## src/rtl/pwm3_center.sv

```systemverilog
module pwm3_center #(
  parameter int CW = 10
) (
  input  logic          clk,
  input  logic          rst_n,
  input  logic          dbl_mode,
  input  logic          wr_en,
  input  logic [2:0]    wr_addr,
  input  logic [CW-1:0] wr_data,
  output logic          a_hi,
  output logic          a_lo,
  output logic          b_hi,
  output logic          b_lo,
  output logic          c_hi,
  output logic          c_lo,
  output logic          sync_o,
  output logic          half_o
);
  localparam logic [CW-1:0] ONE = CW'(1);

  logic [CW-1:0] sh_tm, sh_dt, sh_sw, act_tm, act_dt, act_sw, cnt;
  logic [CW-1:0] sh_duty [3];
  logic [CW-1:0] act_duty [3];
  logic [3:0]    seen;
  logic          run, half;
  logic [2:0]    hi, lo;

  wire mid_pt     = run && !half && (cnt == act_tm - ONE);
  wire start_pt   = (!run && &seen) || (run && half && cnt == '0);
  wire reload     = start_pt || (mid_pt && dbl_mode);

  always_ff @(posedge clk or negedge rst_n) begin
    if (!rst_n) begin
      sh_tm <= '0; sh_dt <= '0; sh_sw <= '0; seen <= '0;
      for (int i = 0; i < 3; i++) sh_duty[i] <= '0;
    end else if (wr_en) begin
      case (wr_addr)
        3'd0: begin sh_tm <= wr_data; seen[0] <= 1'b1; end
        3'd1, 3'd2, 3'd3: begin
          sh_duty[wr_addr - 3'd1] <= wr_data;
          seen[wr_addr[1:0]] <= 1'b1;
        end
        3'd4: sh_dt <= wr_data;
        3'd5: sh_sw <= wr_data;
        default: ;
      endcase
    end
  end

  always_ff @(posedge clk or negedge rst_n) begin
    if (!rst_n) begin
      act_tm <= '0; act_dt <= '0; act_sw <= '0;
      for (int i = 0; i < 3; i++) act_duty[i] <= '0;
    end else if (reload) begin
      act_tm <= sh_tm; act_dt <= sh_dt; act_sw <= sh_sw;
      for (int i = 0; i < 3; i++) act_duty[i] <= sh_duty[i];
    end
  end

  always_ff @(posedge clk or negedge rst_n) begin
    if (!rst_n) begin
      run <= 1'b0; half <= 1'b0; cnt <= '0;
    end else if (!run) begin
      if (&seen) begin
        run <= 1'b1; half <= 1'b0; cnt <= '0;
      end
    end else if (!half) begin
      if (mid_pt) begin
        half <= 1'b1;
        if (dbl_mode) cnt <= sh_tm - ONE;
      end else begin
        cnt <= cnt + ONE;
      end
    end else if (cnt == '0) begin
      half <= 1'b0;
    end else begin
      cnt <= cnt - ONE;
    end
  end

  for (genvar g = 0; g < 3; g++) begin : g_phase
    logic [CW:0]   both;
    logic [CW-1:0] hraw, hon, lon;
    assign both = {1'b0, act_duty[g]} + {1'b0, act_dt};
    assign hraw = (act_duty[g] > act_dt) ? act_duty[g] - act_dt : '0;
    assign hon  = (hraw > act_tm) ? act_tm : hraw;
    assign lon  = ({1'b0, act_tm} > both) ? act_tm - act_duty[g] - act_dt : '0;
    assign hi[g] = run && (cnt >= act_tm - hon);
    assign lo[g] = run && (cnt < lon);
  end

  assign a_hi = hi[0];
  assign a_lo = lo[0];
  assign b_hi = hi[1];
  assign b_lo = lo[1];
  assign c_hi = hi[2];
  assign c_lo = lo[2];
  assign sync_o = run && !half && (cnt <= act_sw);
  assign half_o = half;
endmodule


```

## config.mk

```make
export PLATFORM = sky130hd
export DESIGN_NAME = pwm3_center
export DESIGN_NICKNAME = d
export VERILOG_FILES = /design/src/rtl/pwm3_center.sv
export SDC_FILE = /design/constraint.sdc
export NUM_CORES = 1
export LEC_CHECK = 0
export BUFFER_PORTS_ARGS = -buffer_cell sky130_fd_sc_hd__buf_2
export CORE_UTILIZATION = 40
export CTS_CLUSTER_DIAMETER = 30
export DETAILED_ROUTE_END_ITERATION = 12
export PLACE_DENSITY = 0.55
export SETUP_SLACK_MARGIN = 0.3
export SLEW_MARGIN = 20
export SYNTH_ARGS = -nofsm -noshare
export SYNTH_HDL_FRONTEND = slang
export SYNTH_SLANG_ARGS = --single-unit
```

## constraint.sdc

```tcl
create_clock -name clk -period 5.6 [get_ports clk]
set_clock_uncertainty 0.05 [all_clocks]
set_input_delay 0.28 -clock clk [delete_from_list [all_inputs] [get_ports clk]]
set_output_delay 0.28 -clock clk [all_outputs]
set_load 0.005 [all_outputs]
```

==> flow_summary_export.csv <==
group,metric,value,unit
outcome,outcome,"complete, but fails checks",
outcome,violations,"setup timing",
grt,grt_max_degree,85,
placement,hpwlAfterDp,38600,um
grt,gr-usage-all-layers,0.272,
synth,synth_top_area_cell,"dfrtp_1",
drt,wl,51300,um
synth,synth.most_common_cell,"ha_1",
finish,antenna_cells,0,
timing,setup-violations-final,6,
clocking,cts_htree_levels,4,
worst_setup_path,worstSetupPathType,"register to output pin",
clocking,cts_buffers,17,
drt,drt_first_pass_iters,5,
worst_setup_path,max_stage_delay,440,ps
synth,yosys-top-cells-area,"dfrtp_1 23%, ha_1 23%, mux2_4 5.6%",
drt,wire_per_inst,21.3,um
synth,yosysWarnings,0,
synth,synth_seq_cells,136,
synth,synth_compound_area_frac,0.149,
clocking,clk-insertion-delay-late,440,ps
synth,async_reset_ff_frac,1.00,
timing,relSlewSlack,0.395,
worst_setup_path,path_common_cell,"ha_1",
die,dieArea,0.0382,sq mm
synth,synth_cells,1595,
synth,synth_top_cell_area_share,0.227,
grt,antenna_found_initial,1,
drt,viasPerCell,5.47,
finish,final_layout_size_suffix_gt1_frac,0.373,
min_path,hold_class,"input pin to register",
die,ioPinCount,25,
synth,synthMuxAreaShare,0.108,
worst_setup_path,crit_arrival,5960,ps
timing,timing.fmax,159,MHz
timing,period_share,1.12,
die,core_area,0.0367,sq mm
clocking,cts_tree,"built",
grt,grt_pass1_vias,13199,
worst_setup_path,slowest_stage,"dfrtp_1",
synth,synth_edf_count,0,
synth,synthFlopType,"dfrtp_1",
clocking,root_buffer,"clkbuf_16",
worst_setup_path,crit_path_end_kind,"output pin",
synth,yosys.area_share.simple,0.133,
placement,io_buffers,24,
finish,fin_area,0.0199,sq mm
synth,synth_seq_area_share,0.227,
drt,vias,13153,
finish,fillers,3304,
synth,netlist_area,0.0150,sq mm
clocking,cts.clk_slew.worst_paths,60,ps
synth,syn_area_per_cell,9.39,sq um
synth,synthTopCellsByCount,"270 x ha_1, 136 x dfrtp_1, 120 x inv_1",
die,die_h,196,um
timing,layout_setup_ws,-693,ps
worst_setup_path,cp-start-kind,"register",
synth,synthAdderAreaFrac,0.274,
timing,fin_crit,6290,ps
worst_setup_path,path_delay_family,"compound AO/OA/AOI/OAI gates",
synth,synth_top_family_by_area,"adder cells",
timing,final.setup.tns,-2890,ps
timing,finalMaxSlewViolations,0,
grt,grt_overflow,0,
placement,gp_congestion,0.966,
finish,fin_cells,2405,
worst_setup_path,crit_path_max_fanout,5,
placement,dp.cells,2322,
drt,postRouteAntennaNets,0,
die,die_x,196,um
timing,hold_violations,0,
synth,synth_nets,1918,
die,start_util,0.408,
worst_setup_path,cp_num_buf_inv,2,
timing,rsz0062_at_grt,"yes",
synth,ys_types,66,
clocking,clock_sinks,136,
finish,fin_nets,2247,
timing,worstMarginPinSlew,907,ps
grt,grt_pass1_wl,78000,um
synth,synth-xor-area-share,0.0655,
placement,dpl_cell_area,0.0178,sq mm
drt,post-route-drc-count,0,
flow_run,cap_violations,0,
die,core.rowCount,70,
worst_setup_path,required,5270,ps
drt,drtIter0Drc,806,
finish,syn_to_final_growth,32.7,%
clocking,clockBufferDepth,2,
worst register-to-register path, stage by stage, from the launching register on:
cell and delay, ps:
dfrtp_1 590, inv_1 290, buf_4 250, ha_1 220, nor2b_1 360, nand2_1 120
or4_1 490, a32o_1 300, nor4_4 260, buf_4 300, a21oi_4 150, buf_4 350
mux2_4 400
final timing paths:
kind	to	cells after the start	start	slack [ps]
max in group asynchronous	act_dt[1]	3	rst_n	3800
min in group asynchronous	sh_sw[2]	2	rst_n	430
min reg2reg	seen[1]	1	seen[1]	420
min	seen[2]	2	wr_addr[0]	60
max reg2reg	act_dt[3]	12	act_tm[0]	1370
max	a_hi	27	act_duty[21]	-690
layout by cell type, fill, tap and decap left out, types with 9 or more instances in the layout:
master	netlist	final
buf_4	2	307
ha_1	270	222
dfrtp_1	136	134
inv_1	120	104
nand2_1	94	88
a21oi_1	116	86
nor2_1	97	75
xnor2_1	78	74
mux2_2	64	62
mux2_4	56	58
o21ai_0	90	50
a21o_1	43	43
ha_4	0	36
xor2_1	34	33
nor2b_1	36	32
nor3_1	37	31
a21oi_2	1	29
nand2b_1	29	29
fa_1	36	28
buf_2	2	24
o21ai_2	0	20
o21ai_1	0	19
nand4_1	18	18
nand3_1	29	18
clkbuf_16	0	17
buf_6	6	16
nor2_2	0	12
ha_2	0	12
o211ai_1	11	11
nand3_2	0	10
o21a_1	10	10
nor2_4	0	10
o21bai_1	9	9
and3_1	9	9
a211o_1	9	9
a31oi_1	12	9
kinds of logic (layout without fill, tap and decap cells):
logic type,count (synthesis),after routing
AND/OR/NAND/NOR,398,399
AO/OA/AOI/OAI,357,357
adder cells (fa/ha/maj),306,306
buffers and inverters,161,502
flip-flops,136,136
multiplexers,125,125
XOR/XNOR,112,112
per-layer routing:
layer / wire length (um) / share of wire / global-route usage / up-vias
li1: - / - / - / 6354
met1: 23400 / 0.46 / 0.365 / 6333
met2: 23200 / 0.45 / 0.436 / 339
met3: 2120 / 0.041 / 0.0377 / 127
met4: 2640 / 0.051 / 0.116 / 0
met5: 0 / 0 / 0 / -
state kept, by name (all words and copies together) (netlist names), 10 cells and up:
signal	count
act_sw	10
act_dt	10
sh_tm	10
act_duty	30
sh_sw	10
sh_dt	10
cnt	10
act_tm	10
sh_duty	30
through the flow:
step | util | setup slack (ps) | hold WS (ps)
floorplan | - | 183 | -65.6
global placement | 0.485 | -389 | 356
detailed placement | 0.485 | -459 | 362
CTS | 0.513 | -720 | 41.3
global route | 0.541 | -932 | 54.2
finish | 0.541 | -693 | 60.1
what timing repair did:
item                       CTS  global route
gates resized for setup     72           173
hold buffers                 1             0
cloned                       1             1
hold endpoints to repair    83             0
pin swaps                   62           153
buffers inserted            24            24
setup endpoints to repair    6             6
cell type report:
cell class,count,area (sq um),area share
clock buffer,22,454,0.0229
timing repair buffer,350,2650,0.133
multi-input combinational,1299,12200,0.613
clock inverter,10,121,0.00611
inverter,120,472,0.0237
sequential,136,3410,0.171
tap,468,586,0.0295
Power is not shown: default switching activity piles up to over one toggle a cycle in this logic, so the estimate is an artifact.
